**src/rtl/eag_pkg.sv**
```systemverilog
`timescale 1ns/1ps
package eag_pkg;

  localparam logic [3:0] MODE_IMM  = 4'd0;
  localparam logic [3:0] MODE_ZP   = 4'd1;
  localparam logic [3:0] MODE_ZPX  = 4'd2;
  localparam logic [3:0] MODE_ZPY  = 4'd3;
  localparam logic [3:0] MODE_ABS  = 4'd4;
  localparam logic [3:0] MODE_ABSX = 4'd5;
  localparam logic [3:0] MODE_ABSY = 4'd6;
  localparam logic [3:0] MODE_INDX = 4'd7;
  localparam logic [3:0] MODE_INDY = 4'd8;
  localparam logic [3:0] MODE_JIND = 4'd9;

  // which address the datapath puts on the memory port
  typedef enum logic [1:0] {
    SEL_PC   = 2'd0,
    SEL_PC1  = 2'd1,
    SEL_PTR0 = 2'd2,
    SEL_PTR1 = 2'd3
  } addrSel_e;

  typedef struct packed {
    logic     capture;
    logic     rd;
    addrSel_e sel;
    logic     ldOp0;
    logic     ldOp1;
    logic     ldPtr0;
    logic     ldPtr1;
  } strobe_t;

  function automatic logic modeValid(input logic [3:0] m);
    return m <= MODE_JIND;
  endfunction

  function automatic logic modeZpFamily(input logic [3:0] m);
    return (m == MODE_ZP) || (m == MODE_ZPX) || (m == MODE_ZPY);
  endfunction

  function automatic logic modeZpPointer(input logic [3:0] m);
    return (m == MODE_INDX) || (m == MODE_INDY);
  endfunction

endpackage

```
**src/rtl/eag_ctrl.sv**
```systemverilog
`timescale 1ns/1ps
module eag_ctrl
  import eag_pkg::*;
(
  input  logic       clk,
  input  logic       rstN,
  input  logic       start,
  input  logic [3:0] modeIn,
  input  logic [3:0] modeQ,
  output strobe_t    stb,
  output logic       done,
  output logic       err
);

  typedef enum logic [2:0] {
    S_IDLE = 3'd0,
    S_OP0  = 3'd1,
    S_OP1  = 3'd2,
    S_PLO  = 3'd3,
    S_PHI  = 3'd4,
    S_DONE = 3'd5
  } state_e;

  state_e state, stateNext;

  always_ff @(posedge clk or negedge rstN) begin
    if (!rstN) state <= S_IDLE;
    else       state <= stateNext;
  end

  always_comb begin
    stb       = '0;
    stb.sel   = SEL_PC;
    stateNext = state;
    done      = 1'b0;
    err       = 1'b0;
    unique case (state)
      S_IDLE: begin
        if (start) begin
          stb.capture = 1'b1;
          if (modeIn == MODE_IMM || !modeValid(modeIn)) stateNext = S_DONE;
          else                                          stateNext = S_OP0;
        end
      end
      S_OP0: begin
        stb.rd    = 1'b1;
        stb.sel   = SEL_PC;
        stb.ldOp0 = 1'b1;
        if (modeZpFamily(modeQ))       stateNext = S_DONE;
        else if (modeZpPointer(modeQ)) stateNext = S_PLO;
        else                           stateNext = S_OP1;
      end
      S_OP1: begin
        stb.rd    = 1'b1;
        stb.sel   = SEL_PC1;
        stb.ldOp1 = 1'b1;
        stateNext = (modeQ == MODE_JIND) ? S_PLO : S_DONE;
      end
      S_PLO: begin
        stb.rd     = 1'b1;
        stb.sel    = SEL_PTR0;
        stb.ldPtr0 = 1'b1;
        stateNext  = S_PHI;
      end
      S_PHI: begin
        stb.rd     = 1'b1;
        stb.sel    = SEL_PTR1;
        stb.ldPtr1 = 1'b1;
        stateNext  = S_DONE;
      end
      S_DONE: begin
        done      = 1'b1;
        err       = !modeValid(modeQ);
        stateNext = S_IDLE;
      end
      default: stateNext = S_IDLE;
    endcase
  end

endmodule

```
**src/rtl/eag_dp.sv**
```systemverilog
`timescale 1ns/1ps
module eag_dp
  import eag_pkg::*;
#(
  parameter int DATA_W = 8
) (
  input  logic                  clk,
  input  logic                  rstN,
  input  strobe_t               stb,
  input  logic [3:0]            modeIn,
  input  logic [2*DATA_W-1:0]   pcIn,
  input  logic [DATA_W-1:0]     xIn,
  input  logic [DATA_W-1:0]     yIn,
  input  logic [DATA_W-1:0]     memData,
  output logic [2*DATA_W-1:0]   memAddr,
  output logic [2*DATA_W-1:0]   effAddr,
  output logic [3:0]            modeQ
);

  localparam int ADDR_W = 2 * DATA_W;
  localparam logic [DATA_W-1:0] ZERO_PAGE = '0;

  logic [ADDR_W-1:0] pcQ;
  logic [DATA_W-1:0] xQ, yQ, op0, op1, ptr0, ptr1;
  logic [DATA_W-1:0] zpBase, zpNext, jumpLoNext;
  logic [ADDR_W-1:0] absBase, ptrWord, xWide, yWide;

  always_ff @(posedge clk or negedge rstN) begin
    if (!rstN) begin
      modeQ <= '0;
      pcQ   <= '0;
      xQ    <= '0;
      yQ    <= '0;
      op0   <= '0;
      op1   <= '0;
      ptr0  <= '0;
      ptr1  <= '0;
    end else begin
      if (stb.capture) begin
        modeQ <= modeIn;
        pcQ   <= pcIn;
        xQ    <= xIn;
        yQ    <= yIn;
      end
      if (stb.ldOp0)  op0  <= memData;
      if (stb.ldOp1)  op1  <= memData;
      if (stb.ldPtr0) ptr0 <= memData;
      if (stb.ldPtr1) ptr1 <= memData;
    end
  end

  // zero-page pointer arithmetic stays inside DATA_W bits
  always_comb begin
    zpBase     = op0 + ((modeQ == MODE_INDX) ? xQ : ZERO_PAGE);
    zpNext     = zpBase + 1'b1;
    jumpLoNext = op0 + 1'b1;
    absBase    = {op1, op0};
    ptrWord    = {ptr1, ptr0};
    xWide      = {ZERO_PAGE, xQ};
    yWide      = {ZERO_PAGE, yQ};
  end

  always_comb begin
    unique case (stb.sel)
      SEL_PC:   memAddr = pcQ;
      SEL_PC1:  memAddr = pcQ + 1'b1;
      SEL_PTR0: memAddr = (modeQ == MODE_JIND) ? absBase : {ZERO_PAGE, zpBase};
      SEL_PTR1: memAddr = (modeQ == MODE_JIND) ? {op1, jumpLoNext} : {ZERO_PAGE, zpNext};
      default:  memAddr = pcQ;
    endcase
  end

  always_comb begin
    logic [DATA_W-1:0] zpSum;
    zpSum = op0 + ((modeQ == MODE_ZPY) ? yQ : xQ);
    unique case (modeQ)
      MODE_IMM:             effAddr = pcQ;
      MODE_ZP:              effAddr = {ZERO_PAGE, op0};
      MODE_ZPX, MODE_ZPY:   effAddr = {ZERO_PAGE, zpSum};
      MODE_ABS:             effAddr = absBase;
      MODE_ABSX:            effAddr = absBase + xWide;
      MODE_ABSY:            effAddr = absBase + yWide;
      MODE_INDX, MODE_JIND: effAddr = ptrWord;
      MODE_INDY:            effAddr = ptrWord + yWide;
      default:              effAddr = '0;
    endcase
  end

endmodule

```
**src/rtl/ea_unit.sv**
```systemverilog
`timescale 1ns/1ps
module ea_unit
  import eag_pkg::*;
#(
  parameter int DATA_W = 8
) (
  input  logic                clk,
  input  logic                rstN,
  input  logic                start,
  input  logic [3:0]          mode,
  input  logic [2*DATA_W-1:0] pc,
  input  logic [DATA_W-1:0]   xIdx,
  input  logic [DATA_W-1:0]   yIdx,
  output logic [2*DATA_W-1:0] memAddr,
  output logic                memRd,
  input  logic [DATA_W-1:0]   memData,
  output logic                done,
  output logic                err,
  output logic [2*DATA_W-1:0] effAddr
);

  strobe_t    stb;
  logic [3:0] curMode;

  eag_ctrl u_ctrl (
    .clk    (clk),
    .rstN   (rstN),
    .start  (start),
    .modeIn (mode),
    .modeQ  (curMode),
    .stb    (stb),
    .done   (done),
    .err    (err)
  );

  eag_dp #(.DATA_W(DATA_W)) u_dp (
    .clk     (clk),
    .rstN    (rstN),
    .stb     (stb),
    .modeIn  (mode),
    .pcIn    (pc),
    .xIn     (xIdx),
    .yIn     (yIdx),
    .memData (memData),
    .memAddr (memAddr),
    .effAddr (effAddr),
    .modeQ   (curMode)
  );

  assign memRd = stb.rd;

endmodule

```
**config.mk**
```make
export PLATFORM = sky130hd
export DESIGN_NAME = ea_unit
export DESIGN_NICKNAME = d
export VERILOG_FILES = /design/src/rtl/eag_pkg.sv /design/src/rtl/eag_ctrl.sv /design/src/rtl/eag_dp.sv /design/src/rtl/ea_unit.sv
export SDC_FILE = /design/constraint.sdc
export NUM_CORES = 1
export LEC_CHECK = 0
export ABC_AREA = 0
export BUFFER_PORTS_ARGS = -buffer_cell sky130_fd_sc_hd__buf_2
export CORE_MARGIN = 2
export CORE_UTILIZATION = 30
export DETAILED_ROUTE_END_ITERATION = 10
export GPL_TIMING_DRIVEN = 0
export MAX_ROUTING_LAYER = met4
export PLACE_DENSITY = 0.49
export SYNTH_ARGS = -nofsm -noshare
export SYNTH_HDL_FRONTEND = slang
export SYNTH_HIERARCHICAL = 1
export SYNTH_SLANG_ARGS = --single-unit
```
**constraint.sdc**
```tcl
create_clock -name clk -period 8.9 [get_ports clk]
set_clock_uncertainty 0.05 [all_clocks]
set_input_delay 0.89 -clock clk [delete_from_list [all_inputs] [get_ports clk]]
set_output_delay 0.89 -clock clk [all_outputs]
set_load 0.02 [all_outputs]
```
# After elaboration in Yosys (flattened, before gate mapping)
# Index checks and enable logic that the tools add are counted.
# Widths: inputs -> output; s select.
# op_classes
addsub,8
n_lt_le_gt_ge,2
n_eq_ne,18
muxes,21
n_reduce_logical,12
# op_table
op,n
$pmux 16 s8,1
$pmux 16 s4,1
$add 16x8->16,3
$mux 16,2
$add 16x1->16 const B,1
$add 8x1->8 const B,2
$add 8x8->8,2
$eq 4x3->1 const B,4
$mux 8,2
$pmux 3 s5,1
$mux 3,4
$pmux 3 s4,1
$mux 1,9
$eq 4x2->1 const B,2
$eq 4x4->1 const B,2
$le 4x4->1 const B,2
$logic_not 4->1,2
$eq 3x2->1 const B,2
$eq 3x3->1 const B,2
$eq 2x2->1 const B,2
$eq 4x1->1 const B,1
$logic_or 1x1->1,4
$reduce_or 2->1,2
$eq 3x1->1 const B,1
other kinds (5),6
# totals
register_bits,71
in_bits,47
output_inout_bits,35

# Longest topological paths before layout
# depth
ltp_word,6
ltp_mapped,15
mapped_depth_nobuf,13

# Cells and area by module
# Netlist, hierarchy kept.
# modules_own_cells
mod,instances,cells_each,area_per_inst_um2
eag_dp,1,578,5664.2
eag_ctrl,1,38,301.5

# Worst setup path after synthesis
# No wires, ideal clock.
# synth_path
kind,flip-flop to output port
startpoint,register u_dp.modeQ[2]
endpoint,output effAddr[12]
arrival_time_ns,3.653
required_ns,7.960
setup_slack_ns,4.307
path_stages_with_launch,15
n_path_buf,3
cell_sequence,dfrtp_1 -> buf_2 -> nor4b_4 -> buf_4 -> buf_2 -> mux2_2 -> ha_1 -> fa_1 -> a21o_1 -> a21oi_1 -> o21ai_0 -> and2_1 -> nand3_1 -> xnor2_1 -> o21ai_0
# synth_between
elab_chain_cells,3
word_cells_on_any_way,13
classes_between,eq/ne (9); mux (1); reduce/logical (3)
# synth_rtl
item,line_no,source
start: declaration,eag_dp.sv:17,output logic [3:0] modeQ
start signal: assignment,eag_dp.sv:40,modeQ <= modeIn;
$eq 4x4->1 (tied with other cells),eag_dp.sv:76,unique case (modeQ)
$reduce_or 2->1,eag_dp.sv:76,
$pmux 16 s8 *,eag_dp.sv:76,
end: declaration,ea_unit.sv:19,output logic [2*DATA_W-1:0] effAddr
# Mark *: on every way between the ends. The rest lies on a longest branch, timed or not.

# Final worst setup path
# layout_path
startpoint,register u_dp.modeQ[2]
endpoint,output effAddr[8]
# The elaborated chain is that of the path after synthesis.

==> results.cfg <==
[yosys]
synth_seq_cells = 71
yosysWarnings = 6
synth_nets = 699
synth_top_family_by_area = multiplexers
synthXorXnorAreaFrac = 0.08368
synthFlopType = dfrtp_1
synth-edff-count = 0
synth_simple_gate_area_frac = 0.1504
syn-instance-count = 616
synth_cell_type_count = 68
muxShareOfSynthArea = 0.1894
synth_area_per_cell_um2 = 9.685
synth_adder_area_share = 0.08221
netlist_area_um2 = 5966
async_flop_share = 1.000
synth_compound_area_frac = 0.1581
yosysSeqAreaShare = 0.2978

[timing]
rsz0062_at_grt = false
hold_violations = 0
setup_viol = 0
max_slew_margin = 0.2782
worst_hold_slack_ns = 0.4077
worst_slack_ns = 3.320
min_period_ns = 5.580
fin_setup_tns_ns = 0
slew_violations = 0
worst_slew_pin_slew_ns = 1.074
fmax_mhz = 179.2
fin_crit_sh = 0.6270

[final_layout]
fin_util = 0.3637
drive_gt1_frac = 0.2819
area_growth_pct = 18.67
diodes = 0
nets = 792

[worst_setup_path]
reg2reg_depth = 5
cp_max_fo = 10
cpMaxStageDelayCell = dfrtp_1
criticalPathCategory = reg -> out
rrSetupSlack_ns = 6.34
crit_top_cell = buf_2
worstSetupStartpointType = flop
worstPathRequired_ns = 7.96
endpoint = effAddr[8]
cp.arrival_ns = 4.64
end_kind = output pin
startpoint = u_dp/modeQ[2]
max_stage_delay_ns = 0.46
crit_chain = buf_2 > nor4b_4 > buf_4 > buf_2 > mux2_2 > ha_1 > fa_1 > a21o_1 > a21oi_1 > o21ai_0 > and2_1 > xor2_1 > o221ai_1 > buf_2
timing.rr.end = u_dp/modeQ[2]
regToRegStartpoint = u_ctrl/state[2]

[detailed_routing]
post_drt_via_cell_ratio = 5.420
drt-total-wl_mm = 19.73
wl_per_cell_um = 20.17
dr_total_vias = 5301
dr.pass1.iters = 7
ant_nets = 0
highest_layer = met4
drc = 0
drt_iter0_drc = 525
met1_length_mm = 9.179
wl_met3_um = 809
route.met2.wl_mm = 9.379

[clock_network]
h-tree-depth = 3
clk_path_buf_depth = 2
cts_tree = built
clkTransAtPathRegs_ns = 0.06
numCtsBuffers = 9
post_cts_resized = 0
clock_latency_ns = 0.34
cts_sinks = 71
cts_setup_buffers = 0
cts-root-buf = clkbuf_16
cts_hold_buf = 0

[placed_design]
gp_congestion = 0.8852
place_ws_ns = 3.699
hpwlAfterDp_mm = 15.58
port_buffers = 81

[status]
outcome = completed

[die]
ios = 82
dieArea_um2 = 21030
core_area_um2 = 19460
num_rows = 51
start_util = 0.3065
fp.dieW_um = 145.0
die_h_um = 145.0

[global_routing]
grt_pass1_wl_mm = 30.63
grt_usage = 0.1929
gr-total-overflow = 0
antenna_found_initial = 0
grt_pass1_vias = 5373
grt_max_degree = 48

[run]
maxCapViolCount = 0

[hold_path]
hold_class = in -> async
worst max-delay path, delay by kind of cell (launching register included):
| family | cells | cell delay [ns] |
|---|---|---|
| xor gates and xnor gates | 1 | 0.16 |
| and+or+nand+nor | 2 | 0.59 |
| muxes | 1 | 0.38 |
| buffers and inverters | 4 | 1.04 |
| DFF | 1 | 0.46 |
| adders and majority gates | 2 | 0.65 |
| AOI/OAI and AO/OA | 4 | 1.02 |
kinds of logic after synthesis:
kind of cell,count (synthesis)
adder cells (fa/ha/maj),37
buffers and inverters,52
AO/OA/AOI/OAI,133
XOR/XNOR,57
flip-flops,71
AND/OR/NAND/NOR,165
multiplexers,101
per-stage QoR:
stage	cells	instance area (um^2)
finish	978	7079
global route	978	7079
CTS	978	7079
detailed placement	963	6733
global placement	962	6703
floorplan	616	5966
routing by layer:
layer	vias up	global-route usage
met4	0	0.06386
met3	31	0.02421
li1	2483	-
met2	154	0.3155
met5	-	-
met1	2633	0.2484
flip-flops by register name, summed over array words and instances (netlist names):
| register | cells |
|---|---|
| u_dp/pcQ | 16 |
| u_dp/xQ | 8 |
| u_ctrl/state | 3 |
| u_dp/op1 | 8 |
| u_dp/yQ | 8 |
| u_dp/ptr1 | 8 |
| u_dp/op0 | 8 |
| u_dp/modeQ | 4 |
| u_dp/ptr0 | 8 |
synthesized netlist by cell type, drive strengths merged (4+ instances only):
library cell | n | area (um^2)
xnor2 | 33 | 289.0
xor2 | 24 | 210.2
buf | 11 | 75.07
nand3 | 19 | 95.09
inv | 17 | 63.81
clkbuf | 23 | 86.33
nor2b | 6 | 37.54
nand4 | 12 | 75.07
o211ai | 5 | 37.54
nor4 | 6 | 37.54
a21o | 8 | 60.06
nor3 | 13 | 75.07
mux2i | 15 | 150.1
mux2 | 85 | 957.2
and2 | 10 | 62.56
ha | 32 | 400.4
a222oi | 13 | 130.1
o221ai | 6 | 52.55
nand2b | 6 | 37.54
fa | 4 | 80.08
o21ai | 34 | 170.2
a21oi | 20 | 100.1
a22oi | 7 | 52.55
a221o | 4 | 40.04
o21a | 5 | 37.54
o21bai | 8 | 60.06
and3 | 6 | 37.54
nor2 | 32 | 120.1
nand2 | 35 | 131.4
dfrtp | 71 | 1777
placed cells by master (no fill, tap or decap), types with 20 or more instances in the layout:
cell type  Yosys  routed
clkbuf_1      23      24
xnor2_1       33      33
mux2_2        85      85
dfrtp_1       71      71
xor2_1        24      24
a21oi_1       20      20
nand2_1       35      35
ha_1          32      32
o21ai_0       31      31
buf_2          3      83
nor2_1        32      32
worst min-delay path by stage:
stage | to | slack (ns) | cells past startpoint
floorplan | u_dp/ptr0[7] | 0.45 | 1
global placement | u_dp/ptr0[4] | 0.47 | 1
detailed placement | u_dp/ptr0[4] | 0.48 | 1
CTS | u_ctrl/state[1] | 0.41 | 1
global route | u_ctrl/state[2] | 0.43 | 1
finish | u_ctrl/state[1] | 0.41 | 1
cell type report:
| cell class | instances | area (um^2) |
|---|---|---|
| fill | 1968 | 12380 |
| multi-input combinational | 493 | 3960 |
| sequential | 71 | 1777 |
| timing repair buffer | 82 | 435.4 |
| tap | 265 | 331.6 |
| clock buffer | 12 | 256.5 |
| buffer | 34 | 161.4 |
| clock inverter | 3 | 90.09 |
| inverter | 18 | 67.56 |
Power is not shown: default switching activity piles up to over one toggle a cycle in this logic, so the estimate is an artifact.
